**config.mk**
```make
export PLATFORM = sky130hd
export DESIGN_NAME = rowdct_engine
export DESIGN_NICKNAME = d
export VERILOG_FILES = /design/src/rtl/rowdct_pkg.sv /design/src/rtl/rowdct_coef_rom.sv /design/src/rtl/rowdct_trunc_mult.sv /design/src/rtl/rowdct_mac.sv /design/src/rtl/rowdct_engine.sv
export SDC_FILE = /design/constraint.sdc
export NUM_CORES = 1
export LEC_CHECK = 0
export ABC_AREA = 1
export BUFFER_PORTS_ARGS = -buffer_cell sky130_fd_sc_hd__buf_2
export CAP_MARGIN = 5
export CORE_MARGIN = 5
export CORE_UTILIZATION = 45
export DETAILED_ROUTE_END_ITERATION = 7
export PLACE_DENSITY_LB_ADDON = 0.25
export SYNTH_ARGS = -nofsm -noshare
export SYNTH_HDL_FRONTEND = slang
export SYNTH_SLANG_ARGS = --single-unit
```
**constraint.sdc**
```tcl
create_clock -name clk -period 11.39 [get_ports clk]
set_input_delay 0 -clock clk [delete_from_list [all_inputs] [get_ports clk]]
set_output_delay 0 -clock clk [all_outputs]
set_load 0.01 [all_outputs]
```
**src/rtl/rowdct_pkg.sv**
```systemverilog
package rowdct_pkg;
  localparam int POINTS     = 8;
  localparam int IDX_W      = 3;
  localparam int CORR_NONE  = 0;
  localparam int CORR_CONST = 1;
  localparam int CORR_VAR   = 2;
  localparam int TAB_FRAC   = 14;

  typedef enum logic {ST_IDLE = 1'b0, ST_RUN = 1'b1} state_e;

  // cos(k*pi/16) in Q14 for k = 0..8
  function automatic int cos_base_q14(input int k);
    case (k)
      0: return 16384;
      1: return 16069;
      2: return 15137;
      3: return 13623;
      4: return 11585;
      5: return 9102;
      6: return 6270;
      7: return 3196;
      default: return 0;
    endcase
  endfunction

  // cos(k*pi/16) in Q14 for any k >= 0, folded by symmetry
  function automatic int cos_any_q14(input int k);
    int m;
    m = k % 32;
    if (m > 16) m = 32 - m;
    if (m > 8) return -cos_base_q14(16 - m);
    return cos_base_q14(m);
  endfunction

  // weight for frequency u and position x, rescaled to frac bits with symmetric rounding
  function automatic int weight_q(input int u, input int x, input int frac);
    int t;
    int sh;
    t  = (u == 0) ? 11585 : cos_any_q14((2 * x + 1) * u);
    sh = TAB_FRAC - frac;
    if (t >= 0) return (t + (1 << (sh - 1))) >>> sh;
    return -((-t + (1 << (sh - 1))) >>> sh);
  endfunction
endpackage

```
**src/rtl/rowdct_coef_rom.sv**
```systemverilog
module rowdct_coef_rom
  import rowdct_pkg::*;
#(
  parameter int COEF_W    = 10,
  parameter int COEF_FRAC = 8,
  parameter int INVERSE   = 0
) (
  input  logic [IDX_W-1:0]         out_idx,
  input  logic [IDX_W-1:0]         in_idx,
  output logic signed [COEF_W-1:0] coef
);
  localparam int ENTRIES = POINTS * POINTS;

  logic signed [COEF_W-1:0] table_w [ENTRIES];

  for (genvar o = 0; o < POINTS; o++) begin : g_out
    for (genvar i = 0; i < POINTS; i++) begin : g_in
      // forward: out index is frequency; inverse: out index is position
      localparam int FREQ = (INVERSE != 0) ? i : o;
      localparam int POS  = (INVERSE != 0) ? o : i;
      localparam int VAL  = weight_q(FREQ, POS, COEF_FRAC);
      assign table_w[o * POINTS + i] = COEF_W'(VAL);
    end
  end

  assign coef = table_w[{out_idx, in_idx}];
endmodule

```
**src/rtl/rowdct_trunc_mult.sv**
```systemverilog
module rowdct_trunc_mult
  import rowdct_pkg::*;
#(
  parameter int A_W  = 10,
  parameter int B_W  = 10,
  parameter int DROP = 4,
  parameter int CORR = CORR_VAR
) (
  input  logic signed [A_W-1:0]     a,
  input  logic signed [B_W-1:0]     b,
  output logic signed [A_W+B_W-1:0] p
);
  localparam int P_W        = A_W + B_W;
  localparam int MAX_DROP   = (DROP > 0) ? (DROP - 1) * (2 ** DROP) + 1 : 0;
  localparam int CONST_CORR = (MAX_DROP + 2) / 4;
  localparam int CORR_HI    = (CORR == CORR_VAR) ? DROP * (2 ** DROP) :
                              (CORR == CORR_CONST) ? CONST_CORR : 0;
  localparam logic [P_W-1:0] SIGN_CONST =
    (P_W'(1) << (P_W - 1)) + (P_W'(1) << (B_W - 1)) + (P_W'(1) << (A_W - 1));

  if (DROP > A_W - 1 || DROP > B_W - 1) begin : g_bad_drop
    $error("DROP must leave the sign rows formed");
  end

  logic [P_W-1:0] col_sum;
  logic [P_W-1:0] fix_sum;

  always_comb begin
    logic pp;
    col_sum = SIGN_CONST;
    fix_sum = '0;
    for (int j = 0; j < B_W; j++) begin
      for (int i = 0; i < A_W; i++) begin
        pp = a[i] & b[j];
        if ((i == A_W - 1) != (j == B_W - 1)) pp = ~pp;
        if (i + j >= DROP) col_sum = col_sum + (P_W'(pp) << (i + j));
        else if (i + j == DROP - 1) fix_sum = fix_sum + (P_W'(pp) << DROP);
      end
    end
    if (CORR == CORR_CONST) col_sum = col_sum + P_W'(CONST_CORR);
    else if (CORR == CORR_VAR) col_sum = col_sum + fix_sum;
    p = col_sum;
  end

  logic signed [P_W-1:0] exact_p;
  logic signed [P_W-1:0] err_p;
  assign exact_p = P_W'(a) * P_W'(b);
  assign err_p   = p - exact_p;

  always_comb begin
    p_trunc_bound_r5: assert (err_p >= -MAX_DROP && err_p <= CORR_HI)
      else $error("truncated product outside error window");
    if (CORR != CORR_CONST && (a == '0 || b == '0)) begin
      p_zero_in_zero_out_r8: assert (p == '0)
        else $error("zero operand gave nonzero product");
    end
  end
endmodule

```
**src/rtl/rowdct_mac.sv**
```systemverilog
module rowdct_mac #(
  parameter int PROD_W = 20,
  parameter int OUT_W  = 10,
  parameter int FRAC   = 8
) (
  input  logic                     clk,
  input  logic                     rst_n,
  input  logic                     step_en,
  input  logic                     first,
  input  logic signed [PROD_W-1:0] prod,
  output logic signed [OUT_W-1:0]  rounded
);
  localparam int ACC_W = PROD_W + 3;
  localparam int SH_W  = ACC_W - FRAC - 1;
  localparam logic signed [SH_W-1:0] HI = SH_W'((1 << (OUT_W - 1)) - 1);
  localparam logic signed [SH_W-1:0] LO = SH_W'(-(1 << (OUT_W - 1)));

  logic signed [ACC_W-1:0] acc_q;
  logic signed [ACC_W-1:0] acc_d;
  logic signed [ACC_W-1:0] biased;
  logic signed [SH_W-1:0]  shifted;

  always_comb begin
    acc_d   = (first ? '0 : acc_q) + ACC_W'(prod);
    biased  = acc_d + (ACC_W'(1) <<< FRAC);
    shifted = SH_W'(biased >>> (FRAC + 1));
    if (shifted > HI)      rounded = {1'b0, {(OUT_W-1){1'b1}}};
    else if (shifted < LO) rounded = {1'b1, {(OUT_W-1){1'b0}}};
    else                   rounded = OUT_W'(shifted);
  end

  always_ff @(posedge clk) begin
    if (!rst_n)       acc_q <= '0;
    else if (step_en) acc_q <= acc_d;
  end

  p_acc_first_r6: assert property (@(posedge clk) disable iff (!rst_n)
    (step_en && first) |=> (acc_q == ACC_W'($past(prod))))
    else $error("accumulator did not restart on first product");
endmodule

```
**src/rtl/rowdct_engine.sv**
```systemverilog
module rowdct_engine
  import rowdct_pkg::*;
#(
  parameter int SAMPLE_W  = 10,
  parameter int COEF_W    = 10,
  parameter int COEF_FRAC = 8,
  parameter int OUT_W     = 10,
  parameter int DROP_COLS = 4,
  parameter int CORR_MODE = CORR_VAR,
  parameter int INVERSE   = 0
) (
  input  logic                      clk,
  input  logic                      rst_n,
  input  logic                      in_valid,
  output logic                      in_ready,
  input  logic [POINTS*SAMPLE_W-1:0] in_samples,
  output logic                      out_valid,
  output logic [POINTS*OUT_W-1:0]   out_coefs
);
  localparam int PROD_W    = SAMPLE_W + COEF_W;
  localparam int STEP_W    = 2 * IDX_W;
  localparam int STEPS     = POINTS * POINTS;
  localparam int LAT_W     = STEP_W + 1;

  state_e                        state_q;
  logic [STEP_W-1:0]             step_q;
  logic [POINTS*SAMPLE_W-1:0]    samp_q;
  logic [POINTS*OUT_W-1:0]       res_q;
  logic [IDX_W-1:0]              out_idx;
  logic [IDX_W-1:0]              in_idx;
  logic signed [SAMPLE_W-1:0]    cur_sample;
  logic signed [COEF_W-1:0]      cur_coef;
  logic signed [PROD_W-1:0]      prod;
  logic signed [OUT_W-1:0]       rounded;
  logic                          accept;
  logic                          running;

  assign in_ready   = (state_q == ST_IDLE);
  assign accept     = in_valid && in_ready;
  assign running    = (state_q == ST_RUN);
  assign out_idx    = step_q[STEP_W-1:IDX_W];
  assign in_idx     = step_q[IDX_W-1:0];
  assign cur_sample = samp_q[in_idx*SAMPLE_W +: SAMPLE_W];
  assign out_coefs  = res_q;

  rowdct_coef_rom #(
    .COEF_W(COEF_W), .COEF_FRAC(COEF_FRAC), .INVERSE(INVERSE)
  ) u_rom (
    .out_idx(out_idx), .in_idx(in_idx), .coef(cur_coef)
  );

  rowdct_trunc_mult #(
    .A_W(SAMPLE_W), .B_W(COEF_W), .DROP(DROP_COLS), .CORR(CORR_MODE)
  ) u_mult (
    .a(cur_sample), .b(cur_coef), .p(prod)
  );

  rowdct_mac #(
    .PROD_W(PROD_W), .OUT_W(OUT_W), .FRAC(COEF_FRAC)
  ) u_mac (
    .clk(clk), .rst_n(rst_n), .step_en(running),
    .first(in_idx == '0), .prod(prod), .rounded(rounded)
  );

  always_ff @(posedge clk) begin
    if (!rst_n) begin
      state_q   <= ST_IDLE;
      step_q    <= '0;
      samp_q    <= '0;
      res_q     <= '0;
      out_valid <= 1'b0;
    end else begin
      out_valid <= 1'b0;
      case (state_q)
        ST_IDLE: begin
          if (accept) begin
            samp_q  <= in_samples;
            step_q  <= '0;
            state_q <= ST_RUN;
          end
        end
        ST_RUN: begin
          step_q <= step_q + 1'b1;
          if (in_idx == IDX_W'(POINTS - 1))
            res_q[out_idx*OUT_W +: OUT_W] <= rounded;
          if (step_q == STEP_W'(STEPS - 1)) begin
            state_q   <= ST_IDLE;
            out_valid <= 1'b1;
          end
        end
        default: state_q <= ST_IDLE;
      endcase
    end
  end

  // cycles since the last accepted row, for the latency check
  logic [LAT_W-1:0] since_q;
  always_ff @(posedge clk) begin
    if (!rst_n)                  since_q <= '1;
    else if (accept)             since_q <= '0;
    else if (since_q != '1)      since_q <= since_q + 1'b1;
  end

  p_latency_r3: assert property (@(posedge clk) disable iff (!rst_n)
    out_valid |-> (since_q == LAT_W'(STEPS)))
    else $error("result pulse at wrong distance from acceptance");

  p_single_pulse_r3: assert property (@(posedge clk) disable iff (!rst_n)
    out_valid |=> !out_valid)
    else $error("result pulse longer than one cycle");

  p_ready_drop_r2: assert property (@(posedge clk) disable iff (!rst_n)
    accept |=> !in_ready)
    else $error("still ready after acceptance");

  p_busy_hold_r2: assert property (@(posedge clk) disable iff (!rst_n)
    !in_ready |=> $stable(samp_q))
    else $error("held row changed while busy");
endmodule

```
After elaboration in Yosys (flattened, before gate mapping)
Memory sizes are Yosys's and may differ from the RTL's.
Index checks and enable logic that the tools add are counted.
- flip-flop bits (word level): 191
- memory bits (read-only): 640
- input bits: 83
- output and inout port bits: 82
- word-level logic and storage cells: 247
- memories kept: 1
- $add $sub $neg: 98
- multiply operators: 2
- $lt $le $gt $ge: 3
- equal/unequal tests: 3
- shift-type cells: 3
- multiplexer cells: 12
- bitwise operators: 114
- reduce and logical (&&, ||, !) cells: 5
- memories (name ; depth ; bits a word ; rd ports ; clocked after memory_dff ; wr ports ; line ; RTL):
    (name not given) ; 64 ; 10 ; 1 ; 0 ; 0 ; rowdct_coef_rom.sv:26 ; assign coef = table_w[{out_idx, in_idx}];
- operators by type and width (cell ; number):
    adder 20 x 10 -> 20 bit ; 10
    adder 20 x 11 -> 20 bit ; 9
    adder 20 x 9 -> 20 bit ; 9
    adder 20 x 12 -> 20 bit ; 8
    adder 20 x 8 -> 20 bit ; 8
    adder 20 x 13 -> 20 bit ; 7
    adder 20 x 7 -> 20 bit ; 7
    adder 20 x 14 -> 20 bit ; 6
    adder 20 x 5 -> 20 bit ; 6
    adder 20 x 6 -> 20 bit ; 6
    adder 20 x 15 -> 20 bit ; 5
    bitwise AND 1 bit ; 94
    adder 20 x 16 -> 20 bit ; 4
    bitwise mux 80 bit ; 1
    variable shift 10 x 34 -> 80 bit (first input constant) ; 1
    indexed part select 10 x 34 -> 80 bit ; 1
    indexed part select 80 x 8 -> 10 bit ; 1
    adder 20 x 17 -> 20 bit ; 3
    adder 20 x 18 -> 20 bit ; 2
    2-to-1 mux 10 bit ; 4
    negator 7 -> 34 bit ; 1
    adder 23 x 10 -> 23 bit (second input constant) ; 1
    adder 23 bit ; 1
    2-to-1 mux 23 bit ; 1
    21 further kinds ; 44

Logic depth before layout (Yosys ltp)
Gate-level depths: netlist of run 1.
- word-level depth: 103
- gate-level depth with buffers: 62
- depth with buffers taken out: 59

Hierarchy
Synthesis of run 1 repeated with hierarchy kept, for this count alone.
- cell total of the unflattened synthesis: 2531
- area, all modules: 15922.8 um^2
- by module, submodules not included (module ; instances ; cells an instance ; area each (um^2) ; seq. area each (um^2)):
    rowdct_engine ; 1 ; 1344 ; 8618.3 ; 3363.2
    rowdct_trunc_mult ; 1 ; 464 ; 3264.4 ; 0.0
    rowdct_mac ; 1 ; 573 ; 3225.6 ; 460.4
    rowdct_coef_rom ; 1 ; 150 ; 814.5 ; 0.0

Worst setup path after synthesis of run 1
OpenSTA, ideal clock, no wires.
- path kind: reg-to-reg
- start: reg step_q[0]
- end: reg res_q[70], in the netlist out_coefs[70]
- library setup time: 70 ps
- arrival: 9135 ps
- data required time: 11320 ps
- path slack: 2185 ps
- stages on the path, launching flop included: 59
- path buffers: 3
- clock period less this slack: 9205 ps
- path through: dfxtp_1 -> buf_4 -> clkinv_2 -> clkbuf_1 -> buf_1 -> ha_1 -> inv_2 -> nor2_1 -> nor2_1 -> inv_1 -> o21ai_0 -> nand2_1 -> o21ai_1 -> nor2_1 -> fa_1 -> inv_1 -> fa_1 -> inv_1 -> [... 23 more ...] -> nand4_1 -> nor2_1 -> nand3_2 -> nor2_4 -> nand3_2 -> nand2_2 -> nand2_4 -> inv_4 -> nand2_8 -> nand2_2 -> nand2_1 -> nor2_4 -> nand2_2 -> nand2_2 -> nand4_1 -> nand2_1 -> nand2_1 -> a21oi_1
- longest elaborated chain between the ends: 103
- elaborated cells between the ends (all ways): 224
- those cells by class: add/sub (96); mul (1); order compare (2); eq/ne (1); shift (2); mux (6); bitwise (113); reduce/logical (2); memory (1)
- ends and longest elaborated chain (what ; line ; RTL):
    start, declared ; rowdct_engine.sv:26 ; logic [STEP_W-1:0] step_q;
    start signal, assigned ; rowdct_engine.sv:83 ; step_q <= step_q + 1'b1;
    parallel branches: the longest is 103 deep, another holds adder 20 x 5 -> 20 bit ; - ;
    end signal, assigned by index ; rowdct_engine.sv:85 ; res_q[out_idx*OUT_W +: OUT_W] <= rounded;
    end, declared ; rowdct_engine.sv:28 ; logic [POINTS*OUT_W-1:0] res_q;
Parallel ways; which one is timed is not known. The select of a mux whose other input is x is not followed.
A chain may end at the register's enable or synchronous reset.

Worst setup path after layout of run 1
- start: reg step_q[1]
- end: reg res_q[14], in the netlist out_coefs[14]
The elaborated chain is that of the path after synthesis.

==> results of run 1 <==
==> layout make-up <==
type                       instances  area share [%]
multi-input combinational       1533            53.4
sequential                       187            22.2
timing repair buffer             273            11.2
inverter                         300            6.69
tap                              402            2.98
clock buffer                      17            2.52
clock inverter                    15            1.03
==> stage by stage <==
step,setup WS [ns],hold WS [ns],utilization (%)
finish,1.09,0.301,53.8
global route,0.0802,0.310,53.8
CTS,0.902,0.281,53.7
detailed placement,0.929,0.225,48.7
global placement,1.02,0.225,48.7
floorplan,2.18,0.135,-
==> cells in the final DEF, fill, tap and decap left out, types with 4 or more instances in the layout <==
cell type,n
nand2_1,377
nor2_1,334
inv_1,280
dfxtp_1,186
buf_2,163
o21ai_0,161
a21oi_1,143
nand3_1,133
dlygate4sd3_1,97
ha_1,85
fa_1,65
o211ai_1,33
nand2_2,26
nand4_1,24
o21ai_1,21
xor2_1,20
clkbuf_16,17
a32o_1,16
nor3_1,16
inv_2,15
nand3_2,13
buf_4,13
xnor2_1,9
a21o_1,6
inv_6,6
nor2_4,4
==> worst register-to-register path: cells and delay by family, from the launching register on <==
kind | cells | cell delay [ns]
buf+inv | 8 | 0.93
compound gates | 11 | 1.85
simple gates | 25 | 3.17
flops | 1 | 0.59
fa+ha+maj | 8 | 3.73
==> what timing repair did <==
item / in CTS / in global routing
hold buffers: 97 / 0
setup endpoints to repair: 0 / 53
hold endpoints to repair: 97 / 0
gates resized for setup: 0 / 2
==> metal layers <==
metal,vias up,global-route usage [%],wire length [microns],part of all wire (%)
met5,-,0,0,0
met4,0,7.62,1150,2.6
met3,89,4.15,3200,7.2
met2,546,39.2,19700,45
met1,6709,35.1,20200,46
li1,7214,-,-,-
==> path summary, 6_finish.rpt <==
kind | to | slack (ns) | depth (start not counted)
hold reg to reg | samp_q[79] | 0.46 | 2
hold / removal | samp_q[34] | 0.30 | 4
setup / recovery | out_coefs[14] | 1.09 | 52
setup reg to reg | out_coefs[14] | 1.09 | 52
==> cell families (layout without fill, tap and decap cells) <==
group | after synthesis | count (layout)
AOI/OAI and AO/OA | 408 | 408
xor gates and xnor gates | 30 | 30
adders and majority gates | 150 | 150
buffers and inverters | 393 | 605
DFF | 187 | 187
and+or+nand+nor | 945 | 945
==> registers in the layout, indices dropped and copies added, names as in the netlist <==
signal and flops:
out_valid 1, out_coefs 80, samp_q 80, u_mac.acc_q 19
running 1, step_q 6
==> report_power, final <==
| part | total [mW] | internal, mW | switching (mW) |
|---|---|---|---|
| Sequential | 0.720 | 0.699 | 0.0210 |
| Combinational | 2.84 | 0.964 | 1.88 |
| Clock | 0.629 | 0.316 | 0.313 |
==> reports/metrics.cfg, run 1 <==
[logic_synthesis]
ys_ff_latch = 187
synth_common_cells = 377 x nand2_1, 335 x nor2_1, 280 x inv_1, 187 x dfxtp_1, 161 x o21ai_0
synth-compound-area-share_pct = 16.1
syn_area_sq_um = 14300
synthTopCellsByArea = dfxtp_1 26%, nand2_1 9.9%, fa_1 9.1%
synth_edf_count = 0
yosysWarnings = 0
yosys.area.top_type = dfxtp_1
ys_async_sr_fraction_pct = 0
syn_inst = 2113
netlist.area_leader.share_pct = 26.2
yosysMostFrequentCell = nand2_1
yosys.area_share.simple_pct = 28.5
ys_seq_area_share_pct = 26.2
synth_adder_area_share_pct = 16.6
ys_types = 54
synthXorXnorAreaFrac_pct = 1.89
synth_top_family_by_area = simple AND/OR/NAND/NOR gates
syn_nets = 2346
muxShareOfSynthArea_pct = 0
synth_flop_cell = dfxtp_1
syn_avg_cell_area_sq_um = 6.75

[placement]
gp_congestion = 0.986
port_buffers = 164
placed_area_sq_um = 15300
hpwlAfterDp_microns = 32000
dpl.cell_count = 2598

[status]
status = finished, final reports clean

[grt]
grt_pass1_vias = 13900
grt_usage_pct = 24.9
overflow = 0
grt_max_degree = 107
antenna_found_initial = 0
grt_first_pass_wirelength_microns = 72900

[cells_and_area]
multi_input_area_sq_um = 9020
drive_gt1_share_pct = 12.4
final_area_sq_um = 16900
regArea_sq_um = 3740
areaGrowthSynthToFinish_pct = 18.3
antenna_cells = 0
stdcell_count = 2727
fill_cells = 3085
nets = 2545

[routing]
drt_iter0_drc = 1381
wl_per_cell_microns = 16.2
drc_errors = 0
via_per_inst = 5.34
wirelength_microns = 44200
final_antenna_net_count = 0
first_pass_iters = 6
vias = 14600

[min_path]
min-delay-start = in_samples[34]
hp-class = primary input to register

[setup_path]
critPathCaptureType = register
arrival_ns = 10.71
crit_path_start = step_q[1]
critPathRequiredTime_ns = 11.79
timing.rr.start = step_q[1]
path_common_cell = nand2_1
worst-path-buf-inv = 8
critPathKind = register to register
worst_setup_path_start_kind = register
path_delay_family = adder cells
cp_max_fo = 40
cp_slowest_stage_delay_ns = 0.59
critPathSlowestCell = dfxtp_1

[die]
die_width_microns = 188
core_sq_um = 31400
fp-row-count = 65
ioPinCount = 165
die_y_microns = 188
die_area_sq_um = 35400
initial_core_util_pct = 45.4

[timing]
finalMaxSlewViolations = 0
clock_skew_ns = 0.0174
relSlewSlack_pct = 29.0
setup-tns-final_ns = 0
final_hold_viol_count = 0
period_needed_ns = 10.30
max_freq_mhz = 97.1
rsz0062_at_grt = no
finalSetupViolCount = 0
tightest_slew_ns = 1.07
min_period_over_period_pct = 90.5

[clocking]
cts_made_buffers = 17
post_cts.repair.setup_buffers = 0
clk_pin_slew_worst_paths_ns = 0.08
cts_max_level = 4
root_buffer = clkbuf_16
ctsLongestPathBuffers = 2
cts_sinks = 187
cts_tree = built
worstSkewPairLatency_ns = 0.47

[power]
p_per_area_nw_per_um2 = 248
ir_worst_vdd_uv = 364
leakage_nw = 8.41
p_total_mw = 4.19

[run]
drv_cap = 0

(Power assumes the default switching activity.)
==> run 2: changes to the inputs <==
--- a/config.mk
+++ b/config.mk
@@ -5,7 +5,6 @@
 export SDC_FILE = /design/constraint.sdc
 export NUM_CORES = 1
 export LEC_CHECK = 0
-export ABC_AREA = 1
 export BUFFER_PORTS_ARGS = -buffer_cell sky130_fd_sc_hd__buf_2
 export CAP_MARGIN = 5
 export CORE_MARGIN = 5
==> run 2 against run 1 <==
Compared with the run above: fmax down 4.1%; clock-buffer cell count stayed put; sequential share of layout area is 0.061 points higher; first-iteration DRC count fell by 12%; final cell count fell by 13%; power is 24% lower; combinational power fell by 35%; largest power group unchanged; clock skew rose by 0.0031 ns; highest routed layer unchanged; non-clock buffer count up 17.
==> reports/metrics.cfg, run 2 <==
[setup_path]
arrival_ns = 11.10
path_common_cell = fa_1
cp_max_fo = 16
critPathCaptureType = register
critPathSlowestCell = fa_1
cp_slowest_stage_delay_ns = 0.55
critPathKind = register to register
worst_setup_path_start_kind = register
critPathRequiredTime_ns = 11.75

[power]
p_switching_mw = 1.49
p_per_area_nw_per_um2 = 189
ir_worst_vdd_uv = 151
p_int_mw = 1.69
switching_share_pct = 46.9
pwr-share-clk_pct = 19.6
combPwrFrac_pct = 58.0
leakage_nw = 7.23
seqPwrFrac_pct = 22.3

[logic_synthesis]
syn_area_sq_um = 14000
synthTopCellsByArea = dfxtp_1 27%, fa_1 9.3%, ha_1 7.6%
ys_ff_latch = 187
synth_edf_count = 0
syn_inst = 1753
yosysMostFrequentCell = nand2_1
ys_async_sr_fraction_pct = 0
yosysWarnings = 0
ys_types = 85
yosys.area.top_type = dfxtp_1
syn_nets = 1986
netlist.area_leader.share_pct = 26.7
synth_common_cells = 274 x nand2_1, 187 x dfxtp_1, 185 x nor2_1, 180 x a21oi_1, 95 x inv_1
ys_seq_area_share_pct = 26.7
syn_avg_cell_area_sq_um = 7.99
synth_flop_cell = dfxtp_1

[cells_and_area]
drive_gt1_share_pct = 16.4
areaGrowthSynthToFinish_pct = 20.2
nets = 2197
layout_commonest_cell = nand2_1
antenna_cells = 0
fill_cells = 2795
layout_common_cells = 272 x nand2_1, 186 x dfxtp_1, 185 x nor2_1

[min_path]
hp-class = primary input to register

[routing]
via_per_inst = 5.73
drt_iter0_drc = 1210
first_pass_iters = 5
vias = 13600
wl_per_cell_microns = 18.2
final_antenna_net_count = 0
wirelength_microns = 43100
drc_errors = 0

[die]
ioPinCount = 165
initial_core_util_pct = 45.7
die_y_microns = 186
die_width_microns = 186
core_sq_um = 30700
fp-row-count = 64
die_area_sq_um = 34800

[grt]
antenna_found_initial = 0
grt_pass1_vias = 13200
grt_max_degree = 110
overflow = 0
grt_first_pass_wirelength_microns = 69200
grt_usage_pct = 24.0

[placement]
port_buffers = 164
gp_congestion = 0.943
hpwlAfterDp_microns = 30900

[clocking]
cts_max_level = 4
clk_pin_slew_worst_paths_ns = 0.09
cts_sinks = 187
cts_tree = built
ctsLongestPathBuffers = 2
root_buffer = clkbuf_16
worstSkewPairLatency_ns = 0.46
cts_made_buffers = 17

[timing]
min_period_over_period_pct = 94.3
clock_skew_ns = 0.0205
tightest_slew_ns = 1.25
setup-tns-final_ns = 0
relSlewSlack_pct = 16.6
timing.hold.ws_ns = 0.220
period_needed_ns = 10.74
finalSetupViolCount = 0
max_freq_mhz = 93.1
rsz0062_at_grt = no
final_hold_viol_count = 0
finalMaxSlewViolations = 0

[status]
status = finished, final reports clean

[run]
drv_cap = 0

## run 2: final timing paths
check                                start             to  slack, ns  cells after the start
worst max-delay path             step_q[0]   out_coefs[6]       0.65                     39
worst min-delay path                 rst_n  out_coefs[62]       0.22                      4
worst max register to register   step_q[0]   out_coefs[6]       0.65                     39
worst min register to register  samp_q[34]     samp_q[34]       0.45                      2
## run 2: cell families after synthesis
group	after synthesis	share of synthesized area (%)
mux	71	7.18
buf+inv	196	5.44
xor+xnor	45	2.97
simple gates	644	20.2
compound gates	460	20.6
flops	187	26.7
fa+ha+maj	150	16.9
## run 2: what timing repair did
item	4_1_cts	5_1_grt
resized for setup	0	25
hold buffers	81	0
buffers inserted	0	6
hold endpoints to repair	84	0
endpoints found under the setup margin	0	80
## run 2: layout make-up
cell class                 count  area [sq um]  share of cell area (%)
inverter                      98           370                    2.20
multi-input combinational   1370          9630                    57.2
timing repair buffer         290          1970                    11.7
clock inverter                15           194                    1.15
clock buffer                  17           425                    2.53
tap                          396           495                    2.94
sequential                   187          3740                    22.2
## run 2: layer usage
| metal | GRT usage (%) | wire length, microns | up-vias |
|---|---|---|---|
| met1 | 33.0 | 19000 | 6446 |
| met3 | 4.86 | 3300 | 84 |
| met4 | 7.65 | 1090 | 0 |
| met2 | 38.0 | 19700 | 538 |
| li1 | - | - | 6525 |
| met5 | 0 | 0 | - |
## run 2: stage by stage
| stage | total power [mW] | utilization (%) | cells | worst slack [ns] | cell area, sq um |
|---|---|---|---|---|---|
| after floorplan | 2.06 | - | 1753 | 0.707 | 14000 |
| after global placement | 2.43 | 49.7 | 2254 | 0.361 | 15200 |
| after detailed placement | 2.45 | 49.7 | 2254 | 0.102 | 15200 |
| after CTS | 3.10 | 54.3 | 2367 | 0.0357 | 16700 |
| after global routing | 3.41 | 54.9 | 2373 | 0.0320 | 16800 |
| final | 3.18 | 54.9 | 2373 | 0.650 | 16800 |
## run 2: power by group through the flow
| stage | combinational, mW | sequential [mW] | clock [mW] |
|---|---|---|---|
| 5_1_grt | 2.03 | 0.715 | 0.661 |
| 6_report | 1.85 | 0.711 | 0.624 |
| 3_3_place_gp | 1.71 | 0.724 | 0 |
| 3_5_place_dp | 1.72 | 0.725 | 0 |
| 4_1_cts | 1.76 | 0.710 | 0.634 |
| 2_1_floorplan | 1.34 | 0.717 | 0 |
## run 2: worst max-delay path, delay by kind of cell (launching register included)
family	cells	cell delay (ns)
buf+inv	4	0.36
compound gates	15	3.81
mux	2	0.61
fa+ha+maj	9	3.49
simple gates	8	1.86
xor+xnor	1	0.17
flops	1	0.33
==> run 3: changes to the inputs <==
--- a/config.mk
+++ b/config.mk
@@ -7,8 +7,8 @@
 export LEC_CHECK = 0
 export BUFFER_PORTS_ARGS = -buffer_cell sky130_fd_sc_hd__buf_2
 export CAP_MARGIN = 5
-export CORE_MARGIN = 5
-export CORE_UTILIZATION = 45
+export CORE_MARGIN = 3
+export CORE_UTILIZATION = 60
 export DETAILED_ROUTE_END_ITERATION = 7
 export PLACE_DENSITY_LB_ADDON = 0.25
 export SYNTH_ARGS = -nofsm -noshare
==> run 3 against run 2 <==
Compared with the run above: utilization is 18 points higher; worst setup slack worse by 0.078 ns; non-clock buffer count down 2; first-iteration DRC count grew 19%; fmax shrank 0.72%; critical path depth up 3; largest cell class unchanged; final cell count fell by 3.5%; power down 1.5%; largest power group unchanged; critical path type unchanged; combinational power is 2% lower; sequential cell count unchanged; die area down 27%.
==> reports/metrics.cfg, run 3 (synthesis gave the netlist of run 2 again) <==
[cells_and_area]
stdcell_count = 2289
drive_gt1_share_pct = 16.5
fill_cells = 1727
nets = 2195
fin_util_pct = 73.3
areaGrowthSynthToFinish_pct = 19.2
layout_common_cells = 272 x nand2_1, 186 x dfxtp_1, 184 x nor2_1
layout_commonest_cell = nand2_1

[timing]
max_freq_mhz = 92.4
clock_skew_ns = 0.0158
final_hold_viol_count = 0
min_period_over_period_pct = 95.0
worst_slack_ns = 0.573
finalSetupViolCount = 0
relSlewSlack_pct = 18.7
finalMaxSlewViolations = 0
period_needed_ns = 10.82
tightest_slew_ns = 1.22

[placement]
gp_congestion = 0.976
dpl.cell_count = 2171
port_buffers = 164
pre_cts_ws_ns = -0.203
hpwlAfterDp_microns = 30100

[power]
p_int_mw = 1.69
combPwrFrac_pct = 57.8
seqPwrFrac_pct = 22.7
p_switching_mw = 1.44
p_per_area_nw_per_um2 = 188
pwr-share-clk_pct = 19.5
switching_share_pct = 46.1
ir_worst_vdd_uv = 181
leakage_nw = 7.19

[setup_path]
cp_slowest_stage_delay_ns = 0.52
arrival_ns = 11.10
worst_setup_path_start_kind = register
critPathCaptureType = register
critPathSlowestCell = fa_1
critPathRequiredTime_ns = 11.67
critPathKind = register to register
cp_max_fo = 11

[grt]
grt_pass1_vias = 13900
grt_first_pass_wirelength_microns = 71400
overflow = 0
grt_usage_pct = 34.3
antenna_found_initial = 1
grt_max_degree = 103

[routing]
vias = 14300
drt_iter0_drc = 1442
first_pass_iters = 6
drc_errors = 0
final_antenna_net_count = 0
wl_per_cell_microns = 19.2
via_per_inst = 6.27
wirelength_microns = 44100

[die]
die_area_sq_um = 25200
die_width_microns = 159
fp-row-count = 55
core_sq_um = 22800
initial_core_util_pct = 61.5
die_y_microns = 159
ioPinCount = 165

[clocking]
clk_pin_slew_worst_paths_ns = 0.08
ctsLongestPathBuffers = 2
cts_sinks = 187
cts_max_level = 4
cts_made_buffers = 17
worstSkewPairLatency_ns = 0.45
root_buffer = clkbuf_16
cts_tree = built

[status]
status = finished, final reports clean

[min_path]
hp-class = primary input to register

[run]
drv_cap = 0

[run 3: cell count changes in the layout (fill, tap and decap cells not counted), sizes merged]
cell	before	now
buf	209	207
clkbuf	17	18
clkinv	10	8
clkinvlp	0	2
diode	0	1
inv	103	102
[run 3: per-stage QoR]
stage	hold slack (ns)	total power, mW	setup TNS, ns	cell area, sq um
floorplan	0.136	2.06	0	14000
global placement	0.243	2.40	0	15100
detailed placement	0.245	2.43	-3.19	15100
CTS	0.318	3.06	0	16600
global route	0.362	3.36	-0.101	16700
finish	0.342	3.13	0	16700
[run 3: what timing repair did]
item | 4_1_cts | 5_1_grt
buffers inserted | 0 | 4
cloned | 0 | 0
endpoints found under the hold margin | 84 | 0
pin swaps | 0 | 5
resized for setup | 2 | 25
endpoints found under the setup margin | 49 | 80
hold buffers | 81 | 0
[run 3: area by class of cell]
class | instances | area (sq um) | area share [%]
Antenna cell | 1 | 2.50 | 0.0150
Clock buffer | 18 | 439 | 2.63
Clock inverter | 14 | 169 | 1.01
Inverter | 98 | 373 | 2.23
Multi-Input combinational cell | 1370 | 9610 | 57.6
Sequential cell | 187 | 3750 | 22.4
Tap cell | 313 | 392 | 2.35
Timing Repair Buffer | 288 | 1960 | 11.7
[run 3: routing by layer]
layer / track usage, % / wire length, microns / vias up
li1: - / - / 6535
met1: 46.4 / 17900 / 6785
met2: 54.6 / 20100 / 842
met3: 4.96 / 3990 / 181
met4: 15.8 / 2080 / 0
met5: 0 / 0 / -
[run 3: path summary, 6_finish.rpt]
check	from	endpoint	slack, ns	cells past startpoint
max	step_q[0]	out_coefs[53]	0.57	42
min	in_samples[41]	samp_q[41]	0.34	4
max reg2reg	step_q[0]	out_coefs[53]	0.57	42
min reg2reg	out_coefs[60]	out_coefs[60]	0.46	2
[run 3: critical path: cells and delay by family, from the launching register on]
kind,cells,cell delay (ns)
and+or+nand+nor,3,0.73
muxes,1,0.28
buffers and inverters,5,0.54
xor gates and xnor gates,1,0.11
AOI/OAI and AO/OA,24,4.78
DFF,1,0.43
adders and majority gates,8,3.76
[run 3: power groups by stage]
stage                     Sequential, mW  Combinational, mW  Clock (mW)
after floorplan                    0.717               1.34           0
after global placement             0.723               1.67           0
after detailed placement           0.726               1.70           0
after CTS                          0.711               1.74       0.611
after global routing               0.716               2.00       0.641
final                              0.712               1.81       0.611
